<file path="config.mk">
export PLATFORM = sky130hd
export DESIGN_NAME = boot_release_ctrl
export DESIGN_NICKNAME = d
export VERILOG_FILES = /design/src/rtl/boot_rel_pkg.sv /design/src/rtl/brc_decode.sv /design/src/rtl/brc_cfg_regs.sv /design/src/rtl/brc_core_start.sv /design/src/rtl/boot_release_ctrl.sv
export SDC_FILE = /design/constraint.sdc
export NUM_CORES = 1
export LEC_CHECK = 0
export ABC_AREA = 1
export BUFFER_PORTS_ARGS = -buffer_cell sky130_fd_sc_hd__buf_2
export CAP_MARGIN = 20
export CORE_MARGIN = 3
export CORE_UTILIZATION = 55
export CTS_BUF_LIST = sky130_fd_sc_hd__clkbuf_8
export DETAILED_ROUTE_END_ITERATION = 10
export PLACE_DENSITY_LB_ADDON = 0.1
export SLEW_MARGIN = 20
export SYNTH_ARGS = -nofsm -noshare
export SYNTH_HDL_FRONTEND = slang
export SYNTH_HIERARCHICAL = 1
export SYNTH_SLANG_ARGS = --single-unit
</file>
<file path="constraint.sdc">
create_clock -name clk -period 10.9 [get_ports clk]
set_input_delay 2.725 -clock clk [delete_from_list [all_inputs] [get_ports clk]]
set_output_delay 2.725 -clock clk [all_outputs]
set_load 0.005 [all_outputs]
</file>
<file path="src/rtl/boot_rel_pkg.sv">
package boot_rel_pkg;

  localparam int DATA_W = 32;
  localparam int ADDR_W = 10;
  localparam int EL_W   = 2;

  typedef enum logic [3:0] {
    K_BADADDR,
    K_CLUSTER_RST,
    K_SYS_RST,
    K_CORE_RST,
    K_CORE_CTRL,
    K_CORE_STAT,
    K_GATING,
    K_GEN,
    K_STANDBY,
    K_ENTRY,
    K_UNIMPL
  } reg_kind_e;

  // fixed offsets outside the per-core groups
  localparam logic [ADDR_W-1:0] OFF_CLUSTER_RST = 10'h000;
  localparam logic [ADDR_W-1:0] OFF_SYS_RST     = 10'h140;
  localparam logic [ADDR_W-1:0] OFF_GATING      = 10'h144;
  localparam logic [ADDR_W-1:0] OFF_GEN         = 10'h184;
  localparam logic [ADDR_W-1:0] OFF_STANDBY     = 10'h1A0;
  localparam logic [ADDR_W-1:0] OFF_ENTRY       = 10'h1A4;
  localparam logic [ADDR_W-1:0] OFF_DBG         = 10'h1E4;
  localparam logic [ADDR_W-1:0] OFF_CNT_CTL     = 10'h280;
  localparam logic [ADDR_W-1:0] OFF_CNT_LO      = 10'h284;
  localparam logic [ADDR_W-1:0] OFF_CNT_HI      = 10'h288;

  // sub-offsets inside a core group
  localparam int SUB_RST  = 0;
  localparam int SUB_CTRL = 4;
  localparam int SUB_STAT = 8;

  // read-only and reset values
  localparam logic [DATA_W-1:0] VAL_CORE_RST  = 32'h0000_0003;
  localparam logic [DATA_W-1:0] VAL_SYS_RST   = 32'h0000_0001;
  localparam logic [DATA_W-1:0] VAL_CORE_STAT = 32'h0000_0001;
  localparam logic [DATA_W-1:0] VAL_CORE_CTRL = 32'h0000_0000;
  localparam logic [DATA_W-1:0] VAL_GATING    = 32'h0000_010F;
  localparam logic [DATA_W-1:0] GEN_RST_VAL   = 32'h0000_0020;
  localparam logic [DATA_W-1:0] STBY_RST_VAL  = 32'h0000_0000;
  localparam logic [DATA_W-1:0] ENTRY_RST_VAL = 32'h0000_0000;
  localparam logic [EL_W-1:0]   START_EL_VAL  = 2'd3;

endpackage

</file>
<file path="src/rtl/brc_decode.sv">
module brc_decode
  import boot_rel_pkg::*;
#(
  parameter int NUM_CORES = 4,
  parameter int CORE_BASE = 'h40,
  parameter int STRIDE_LG = 6,
  localparam int IDX_W    = (NUM_CORES > 1) ? $clog2(NUM_CORES) : 1
) (
  input  logic [ADDR_W-1:0] addr,
  output reg_kind_e         kind,
  output logic [IDX_W-1:0]  core_idx
);

  localparam int GROUP_W = ADDR_W - STRIDE_LG;

  logic [NUM_CORES-1:0] grp_hit;
  logic [STRIDE_LG-1:0] sub;

  assign sub = addr[STRIDE_LG-1:0];

  for (genvar n = 0; n < NUM_CORES; n++) begin : g_grp
    localparam int GRP = (CORE_BASE >> STRIDE_LG) + n;
    assign grp_hit[n] = (addr[ADDR_W-1:STRIDE_LG] == GROUP_W'(GRP));
  end

  always_comb begin
    core_idx = '0;
    for (int n = 0; n < NUM_CORES; n++) begin
      if (grp_hit[n]) core_idx = IDX_W'(n);
    end
  end

  always_comb begin
    kind = K_BADADDR;
    if (addr[1:0] != 2'b00) begin
      kind = K_BADADDR;
    end else if (|grp_hit) begin
      if (sub == STRIDE_LG'(SUB_RST))       kind = K_CORE_RST;
      else if (sub == STRIDE_LG'(SUB_CTRL)) kind = K_CORE_CTRL;
      else if (sub == STRIDE_LG'(SUB_STAT)) kind = K_CORE_STAT;
      else                                  kind = K_BADADDR;
    end else begin
      case (addr)
        OFF_CLUSTER_RST: kind = K_CLUSTER_RST;
        OFF_SYS_RST:     kind = K_SYS_RST;
        OFF_GATING:      kind = K_GATING;
        OFF_GEN:         kind = K_GEN;
        OFF_STANDBY:     kind = K_STANDBY;
        OFF_ENTRY:       kind = K_ENTRY;
        OFF_DBG,
        OFF_CNT_CTL,
        OFF_CNT_LO,
        OFF_CNT_HI:      kind = K_UNIMPL;
        default:         kind = K_BADADDR;
      endcase
    end
  end

endmodule

</file>
<file path="src/rtl/brc_cfg_regs.sv">
module brc_cfg_regs
  import boot_rel_pkg::*;
(
  input  logic              clk,
  input  logic              rst_n,
  input  logic              wr_en,
  input  reg_kind_e         kind,
  input  logic [DATA_W-1:0] wdata,
  output logic [DATA_W-1:0] gen_q,
  output logic [DATA_W-1:0] standby_q,
  output logic [DATA_W-1:0] entry_q
);

  logic gen_en, standby_en, entry_en;

  always_comb begin
    gen_en     = wr_en && (kind == K_GEN);
    standby_en = wr_en && (kind == K_STANDBY);
    entry_en   = wr_en && (kind == K_ENTRY);
  end

  always_ff @(posedge clk or negedge rst_n) begin
    if (!rst_n) begin
      gen_q     <= GEN_RST_VAL;
      standby_q <= STBY_RST_VAL;
      entry_q   <= ENTRY_RST_VAL;
    end else begin
      if (gen_en)     gen_q     <= wdata;
      if (standby_en) standby_q <= wdata;
      if (entry_en)   entry_q   <= wdata;
    end
  end

endmodule

</file>
<file path="src/rtl/brc_core_start.sv">
module brc_core_start
  import boot_rel_pkg::*;
#(
  parameter int NUM_CORES = 4,
  localparam int IDX_W    = (NUM_CORES > 1) ? $clog2(NUM_CORES) : 1
) (
  input  logic                 clk,
  input  logic                 rst_n,
  input  logic                 wr_en,
  input  reg_kind_e            kind,
  input  logic [IDX_W-1:0]     core_idx,
  input  logic [DATA_W-1:0]    wdata,
  output logic [NUM_CORES-1:0] start_q
);

  logic                 arm;
  logic [NUM_CORES-1:0] start_d;

  assign arm = wr_en && (kind == K_CORE_RST) && (|wdata);

  for (genvar n = 0; n < NUM_CORES; n++) begin : g_core
    assign start_d[n] = arm && (core_idx == IDX_W'(n));
  end

  always_ff @(posedge clk or negedge rst_n) begin
    if (!rst_n) start_q <= '0;
    else        start_q <= start_d;
  end

endmodule

</file>
<file path="src/rtl/boot_release_ctrl.sv">
module boot_release_ctrl
  import boot_rel_pkg::*;
#(
  parameter int NUM_CORES = 4,
  parameter int CORE_BASE = 'h40,
  parameter int STRIDE_LG = 6,
  localparam int IDX_W    = (NUM_CORES > 1) ? $clog2(NUM_CORES) : 1
) (
  input  logic                 clk,
  input  logic                 rst_n,
  input  logic                 rd_en,
  input  logic                 wr_en,
  input  logic [9:0]           addr,
  input  logic [31:0]          wdata,
  output logic [31:0]          rdata,
  output logic                 rd_valid,
  output logic                 unimpl_hit,
  output logic                 addr_err,
  output logic [NUM_CORES-1:0] start_req,
  output logic [31:0]          start_addr,
  output logic [1:0]           start_el
);

  // reset: asserted asynchronously, released on the clock
  logic rst_s0, rst_n_q;

  always_ff @(posedge clk or negedge rst_n) begin
    if (!rst_n) begin
      rst_s0  <= 1'b0;
      rst_n_q <= 1'b0;
    end else begin
      rst_s0  <= 1'b1;
      rst_n_q <= rst_s0;
    end
  end

  reg_kind_e         kind;
  logic [IDX_W-1:0]  core_idx;
  logic [DATA_W-1:0] gen_q, standby_q, entry_q;

  brc_decode #(
    .NUM_CORES(NUM_CORES),
    .CORE_BASE(CORE_BASE),
    .STRIDE_LG(STRIDE_LG)
  ) u_dec (
    .addr     (addr),
    .kind     (kind),
    .core_idx (core_idx)
  );

  brc_cfg_regs u_regs (
    .clk       (clk),
    .rst_n     (rst_n_q),
    .wr_en     (wr_en),
    .kind      (kind),
    .wdata     (wdata),
    .gen_q     (gen_q),
    .standby_q (standby_q),
    .entry_q   (entry_q)
  );

  brc_core_start #(.NUM_CORES(NUM_CORES)) u_start (
    .clk      (clk),
    .rst_n    (rst_n_q),
    .wr_en    (wr_en),
    .kind     (kind),
    .core_idx (core_idx),
    .wdata    (wdata),
    .start_q  (start_req)
  );

  // read mux and access flags, next state
  logic [DATA_W-1:0] rdata_d;
  logic              access, unimpl_d, err_d;

  always_comb begin
    case (kind)
      K_CLUSTER_RST,
      K_SYS_RST:     rdata_d = VAL_SYS_RST;
      K_CORE_RST:    rdata_d = VAL_CORE_RST;
      K_CORE_CTRL:   rdata_d = VAL_CORE_CTRL;
      K_CORE_STAT:   rdata_d = VAL_CORE_STAT;
      K_GATING:      rdata_d = VAL_GATING;
      K_GEN:         rdata_d = gen_q;
      K_STANDBY:     rdata_d = standby_q;
      K_ENTRY:       rdata_d = entry_q;
      default:       rdata_d = '0;
    endcase
    access   = rd_en | wr_en;
    unimpl_d = access && (kind == K_UNIMPL);
    err_d    = access && (kind == K_BADADDR);
  end

  // output registers
  always_ff @(posedge clk or negedge rst_n_q) begin
    if (!rst_n_q) begin
      rdata      <= '0;
      rd_valid   <= 1'b0;
      unimpl_hit <= 1'b0;
      addr_err   <= 1'b0;
    end else begin
      if (rd_en) rdata <= rdata_d;
      rd_valid   <= rd_en;
      unimpl_hit <= unimpl_d;
      addr_err   <= err_d;
    end
  end

  assign start_addr = entry_q;
  assign start_el   = START_EL_VAL;

endmodule

</file>
==> metrics.txt, run 1 <==
status complete, no violations; Worst setup SP type input pin; clock sink count 137; clock buffer depth 2; CTS H-tree lvls 4; vias in the first global route between 5000 and 6000; Buffers on Ports about 120; Site Rows 39; Pre-antenna DRT Iters 7; final hold violation count 0; Post-synth EDFFs 0; Final period util 0.491; Power Dens Cells around 130 mW/mm²; RSZ-0062 raised after global routing no; worst hold path type register to register; Post-Syn Area ~0.0068 mm²; min Tclk post-route 5.35 ns; worst slew pin tran 0.928 ns; layout cells sized above 1 0.186; multi-input logic area about 0.0028 mm²; crit path max-delay cell type nand3_2; routed vias 5986; Clock Latency Late Sink approximately 0.43 ns; Worst R2R Start rst_n_q; Clock transition at path regs 0.07 ns; global route overflow 0; Post-Syn Instances 886; Final Wtd Congestion 0.869; total CTS buffers 17; Post-DRT Antenna Nets 0; R2R setup slack between 9 and 10 ns; Leak approximately 0.0043 µW; Top cell by count, worst path nand2_1; core area ~0.012 mm²; Clock Skew a little over 0.01 ns; Hold-fix buffers, CTS 0; Tot GR Track Use 0.266; Final Max Slew Viols 0; Top FF cell, synth dfrtp_1; Mapped Avg Cell Area 7.66 µm²; sequential share of the synthesized area 0.506; CP endpoint u_regs/standby_q[12]; Final setup viols 0; FF-to-FF path depth 1; Initial Util 0.579; fillers 1087; Worst Path Arrival approximately 5.7 ns; post-detail-place hpwl between 10000 and 15000 µm; Area Growth Syn to Fin 13.0%; Synth warnings 6; largest net degree at the start of global routing 75; Netlist cell types 29; DRC 0; FF+latch area between 0.003 and 0.004 mm²; initial DRC count about 500; Synth async-reset ratio 1.00; CP Capture Type register; postcts setup bufs 0; DR vias/cell between 5 and 6; DR WL/cell roughly 15 µm; first-pass GRT wire length between 20000 and 30000 µm; Worst Path Required about 11 ns; pre-CTS setup slack around 5.2 ns; CP cell instances buf_2 -> inv_2 -> nand2_1 -> nor2_1 -> nand3_1 -> nand3_1 -> inv_2 -> nor2_4 -> nand3_2 -> nand2_1 -> nand2_1; Crit Path Max Fanout 33; most frequent cells in the layout nand2_1 (443), dfrtp_1 (135), buf_2 (116), inv_1 (61), nand3_1 (44); full die area approximately 0.014 mm²; Crit Path Class input pin to register; worst stage delay on the critical path between 0.8 and 0.9 ns; PostCTS Resize Cnt 0; die height 117 µm; Setup TNS 0 ns; Root Buffer clkbuf_8; clock tree from TritonCTS done; Slew HR 0.381; Total Wirelength approximately 17000 µm; maximum vdd drop 77.9 µV; Layout Nets ~1000; start point of the critical path addr[3]; worst setup margin between 5 and 6 ns; Achievable Freq roughly 190 MHz; FF+latch count, synth about 140; R2R Path End u_regs/entry_q[24]; max-cap violations 0; io pins between 100 and 150; die width 117 µm; initial antenna violation count 0; commonest non-fill, non-tap cell in the layout nand2_1; ant diodes 0
[power by group]
group	internal (µW)	total (µW)	switching (µW)	leakage (µW)
registers	522	535	13.2	0.00173
logic	22.5	74.6	52.1	0.00233
clock network	188	366	178	0.000209
[through the flow]
step                      std cells  power (µW)  utilization  hold WS, ns  area (µm²)
final                          1140         976        0.654        0.356        7660
after global routing           1140        1020        0.654        0.370        7660
after CTS                      1140         986        0.654        0.358        7660
after detailed placement       1108         620        0.624        0.342        7310
after global placement         1107         617        0.623        0.337        7290
after floorplan                 888         585            -        0.331        6790
[final cells by class]
| cell class | count | area share |
|---|---|---|
| clock buffers | 23 | 0.0413 |
| clock inverters | 9 | 0.00490 |
| inverters | 60 | 0.0294 |
| multi-input cells | 645 | 0.370 |
| flip-flops and latches | 137 | 0.448 |
| well taps | 143 | 0.0233 |
| repair buffers | 123 | 0.0836 |
[worst min-delay path by stage]
stage | start | end | cells after the start
2_1_floorplan | rst_s0 | rst_n_q | 0
3_3_place_gp | rst_s0 | rst_n_q | 0
3_5_place_dp | rst_s0 | rst_n_q | 0
4_1_cts | rst_s0 | rst_n_q | 0
5_1_grt | rst_s0 | rst_n_q | 0
6_report | rst_s0 | rst_n_q | 0
[routing by layer]
metal	GRT usage	wire length, µm
met1	0.372	7770
met5	0	0
met4	0.102	257
met3	0.0468	1080
met2	0.418	8070
[cells in the mapped netlist (3+ instances only)]
master | number | share of area
nor2_1 | 42 | 0.023
buf_2 | 17 | 0.013
clkbuf_8 | 3 | 0.0061
o21bai_1 | 32 | 0.035
nor3_1 | 5 | 0.0037
nand2_2 | 13 | 0.012
buf_6 | 5 | 0.0083
clkbuf_1 | 9 | 0.0050
nand4_1 | 33 | 0.030
buf_4 | 11 | 0.012
dfrtp_1 | 136 | 0.50
nor2_2 | 8 | 0.0074
o211ai_1 | 3 | 0.0033
o21ai_0 | 5 | 0.0037
inv_2 | 5 | 0.0028
nand3_1 | 44 | 0.032
nor2_4 | 4 | 0.0066
nand2_1 | 443 | 0.25
inv_1 | 55 | 0.030
[cells by family after synthesis]
family | share of synthesized area
other | 0.000553
flip-flops | 0.506
buffers and inverters | 0.0786
AO/OA/AOI/OAI | 0.0459
AND/OR/NAND/NOR | 0.369
[critical path, delay by kind of cell]
family	cells	cell delay [ns]
AND/OR/NAND/NOR	8	2.64
buffers and inverters	3	0.28
[registers in the layout (all words and copies together), names as in the netlist]
name / count
rdata: 32
u_regs/entry_q: 32
u_regs/gen_q: 32
u_regs/standby_q: 32
u_start/start_q: 4
addr_err: 1
rd_valid: 1
rst_n_q: 1
rst_s0: 1
unimpl_hit: 1
(Power assumes the default switching activity.)
==> run 2, diff against run 1 <==
- ABC_AREA: 1 -> 0
- CORE_UTILIZATION: 55 -> 52
- clock period: 10.9 -> 4.9 ns (I/O delays scaled with it)
==> run 2 against run 1 <==
Die area shrank 1.6%. Largest power group unchanged. Wire length shrank 14%. Area after synthesis shrank 7.1%. Register-to-register slack lost 5.8 ns. Clock power grew to 2.5 times the previous value.
==> metrics.txt, run 2 <==
status complete, no violations; DR vias/cell 5.85 (+11%); Int Pwr 1710 µW (+130%); Worst Path Required 5.22 ns (-5.99 ns); CP cell instances buf_2 -> or3b_1 -> nor2_1 -> and3_1 -> o21a_1 -> nand3b_4 -> or3b_2 -> buf_4 -> mux2_2; CP Capture Type register; Area Growth Syn to Fin 16.4%; hold_ws 0.357 ns (+0.000977 ns); Final Max Slew Viols 0 (unchanged); initial antenna violation count 0 (unchanged); top post-synthesis cells by area dfrtp_1 (54%), mux2_2 (12%), mux2_4 (7.1%), a221o_1 (4.3%), a22o_1 (3.8%); Final period util 0.776; Mapped Avg Cell Area 14.0 µm² (+83%); worst setup margin 1.10 ns (-4.46 ns); vias in the first global route 4392 (-23%); Netlist cell types 60 (+110%); io pins 119 (unchanged); Slew HR 0.396 (+0.0142); Post-Syn Instances 450 (-49%); DRC 0 (unchanged); maximum vdd drop 181 µV (+130%); full die area 0.0135 mm² (-1.6%); Achievable Freq roughly 260 MHz; Hold-fix buffers, CTS 0 (unchanged); min Tclk post-route about 3.8 ns; synth cell count leaders dfrtp_1 (136), mux2_2 (66), mux2_4 (30), nor2b_1 (30); ant diodes 0 (unchanged); FF+latch count, synth 137 (unchanged); Buffers on Ports 116 (unchanged); Flop pwr share 0.530 (-0.018); Post-Syn Area 0.00630 mm² (-7.1%); Post-synth EDFFs 0 (unchanged); Power Dens Cells 302 mW/mm² (+140%); Worst Path Arrival 4.12 ns (-1.54 ns); clock share of power 0.416 (+0.041); final hold violation count 0 (unchanged); worst stage delay on the critical path 0.51 ns (-0.38 ns); Total Wirelength 14700 µm (-14%); global route overflow 0 (unchanged); Crit Path Class input pin to register; Sw Pwr 500 µW (+110%); first-pass GRT wire length 23700 µm (-16%); worst slew pin tran 0.907 ns (-0.0213 ns); largest net degree at the start of global routing 49 (-35%); DR WL/cell 20.5 µm (+36%); Final Wtd Congestion 0.859 (-1.1%); max-cap violations 0 (unchanged); post-detail-place hpwl 9360 µm (-16%); layout cells sized above 1 0.472 (+0.287); crit path max-delay cell type buf_4; initial DRC count 237 (-51%); most frequent cells in the layout dfrtp_1 (135), buf_2 (116), mux2_2 (66), nor2b_1 (30), mux2_4 (30); postcts setup bufs 0 (unchanged); clock buffer depth 2 (unchanged); Pre-antenna DRT Iters 4 (-3); die height 116 µm (-0.82%); Synth async-reset ratio 1.00 (unchanged); core area 0.0116 mm² (-0.83%); PostCTS Resize Cnt 0 (unchanged); Sw Share 0.226 (-0.0237); Yosys top cell by area dfrtp_1; Synth top area share 0.540 (+0.0383); Synth warnings 6 (unchanged); Tot GR Track Use 0.231 (-0.0353); Leak 0.00384 µW (-9.8%); Post-DRT Antenna Nets 0 (unchanged); Clock transition at path regs 0.07 ns (about the same); pre-CTS setup slack 0.656 ns (-4.52 ns); dpl cells 688 (-38%); Crit Path Max Fanout 24 (-27%); die width 116 µm (-0.82%); Setup TNS 0 ns (unchanged); worst hold path type register to asynchronous set/reset pin; Site Rows 39 (unchanged); clock sink count 137 (unchanged); sequential share of the synthesized area 0.544 (+0.0385); Root Buffer clkbuf_8; Initial Util 0.543 (-0.0365); combinational power share 0.053 (-0.023); total CTS buffers 17 (unchanged); Clock Skew 0.00664 ns (-0.00361 ns); fillers 911 (-16%); Final setup viols 0 (unchanged); CTS H-tree lvls 4 (unchanged); Layout Nets 610 (-41%); RSZ-0062 raised after global routing no; Post-Layout Cell Count 719 (-37%); Top FF cell, synth dfrtp_1; top-count cell post-synth dfrtp_1; commonest non-fill, non-tap cell in the layout dfrtp_1; routed vias 4204 (-30%); Worst setup SP type input pin; clock tree from TritonCTS done; Clock Latency Late Sink 0.43 ns (about the same)
## run 2: changes by cell type after synthesis, sizes merged, moves of 32 or more
cell    delta
nor2      -47
o21bai    -32
mux2     +100
nand3     -42
nand2    -454
inv       -56
## run 2: path summary, 6_finish.rpt
| kind | start | end | slack (ns) | cells after the start |
|---|---|---|---|---|
| min in group clk | rst_s0 | rst_n_q | 0.36 | 0 |
| max | addr[8] | u_regs/entry_q[31] | 1.10 | 9 |
| min | rst_n_q | u_regs/standby_q[15] | 0.36 | 0 |
| min reg2reg | rst_n_q | u_regs/standby_q[15] | 0.36 | 0 |
| max in group asynchronous | rst_n_q | u_start/start_q[2] | 3.23 | 2 |
| max reg2reg | rst_n_q | u_start/start_q[2] | 3.23 | 2 |
## run 2: layer usage
layer | vias to the layer above | track usage | share of wire
li1 | 1906 | - | -
met1 | 2165 | 0.324 | 0.47
met2 | 117 | 0.360 | 0.48
met3 | 16 | 0.0554 | 0.042
met4 | 0 | 0.0727 | 0.011
met5 | - | 0 | 0
## run 2: metrics by stage
stage,util,area (µm²),power [µW]
finish,0.632,7340,2210
global route,0.632,7340,2310
CTS,0.632,7340,2240
detailed placement,0.597,6940,1320
global placement,0.595,6920,1310
floorplan,-,6310,1260
## run 2: kinds of logic (layout without fill, tap and decap cells)
logic type             after synthesis  in the layout  share of synthesized area
multiplexers                       100            100                      0.197
other                                1              3                   0.000595
XOR/XNOR                             3              3                    0.00417
AO/OA/AOI/OAI                       82             82                      0.117
AND/OR/NAND/NOR                     88             88                     0.0945
flip-flops                         137            137                      0.544
buffers and inverters               39            163                     0.0427
## run 2: cell type report
| class | instances | area, µm² | share of cell area |
|---|---|---|---|
| clock buffer | 22 | 303 | 0.0413 |
| tap | 143 | 179 | 0.0244 |
| timing repair buffer | 127 | 676 | 0.0921 |
| multi-input combinational | 276 | 2630 | 0.358 |
| sequential | 137 | 3430 | 0.468 |
| clock inverter | 9 | 97.6 | 0.0133 |
| inverter | 5 | 18.8 | 0.00256 |
## run 2: power groups by stage
stage               registers (µW)  logic [µW]  clock network [µW]
global placement              1200         107                   0
finish                        1170         118                 922
CTS                           1170         120                 943
global route                  1180         132                 998
floorplan                     1200        54.9                   0
detailed placement            1200         119                   0
## run 2: worst max-delay path, delay by kind of cell
family | cells | cell delay [ns]
compound gates | 1 | 0.39
buf+inv | 2 | 0.66
mux | 1 | 0.39
simple gates | 5 | 1.44
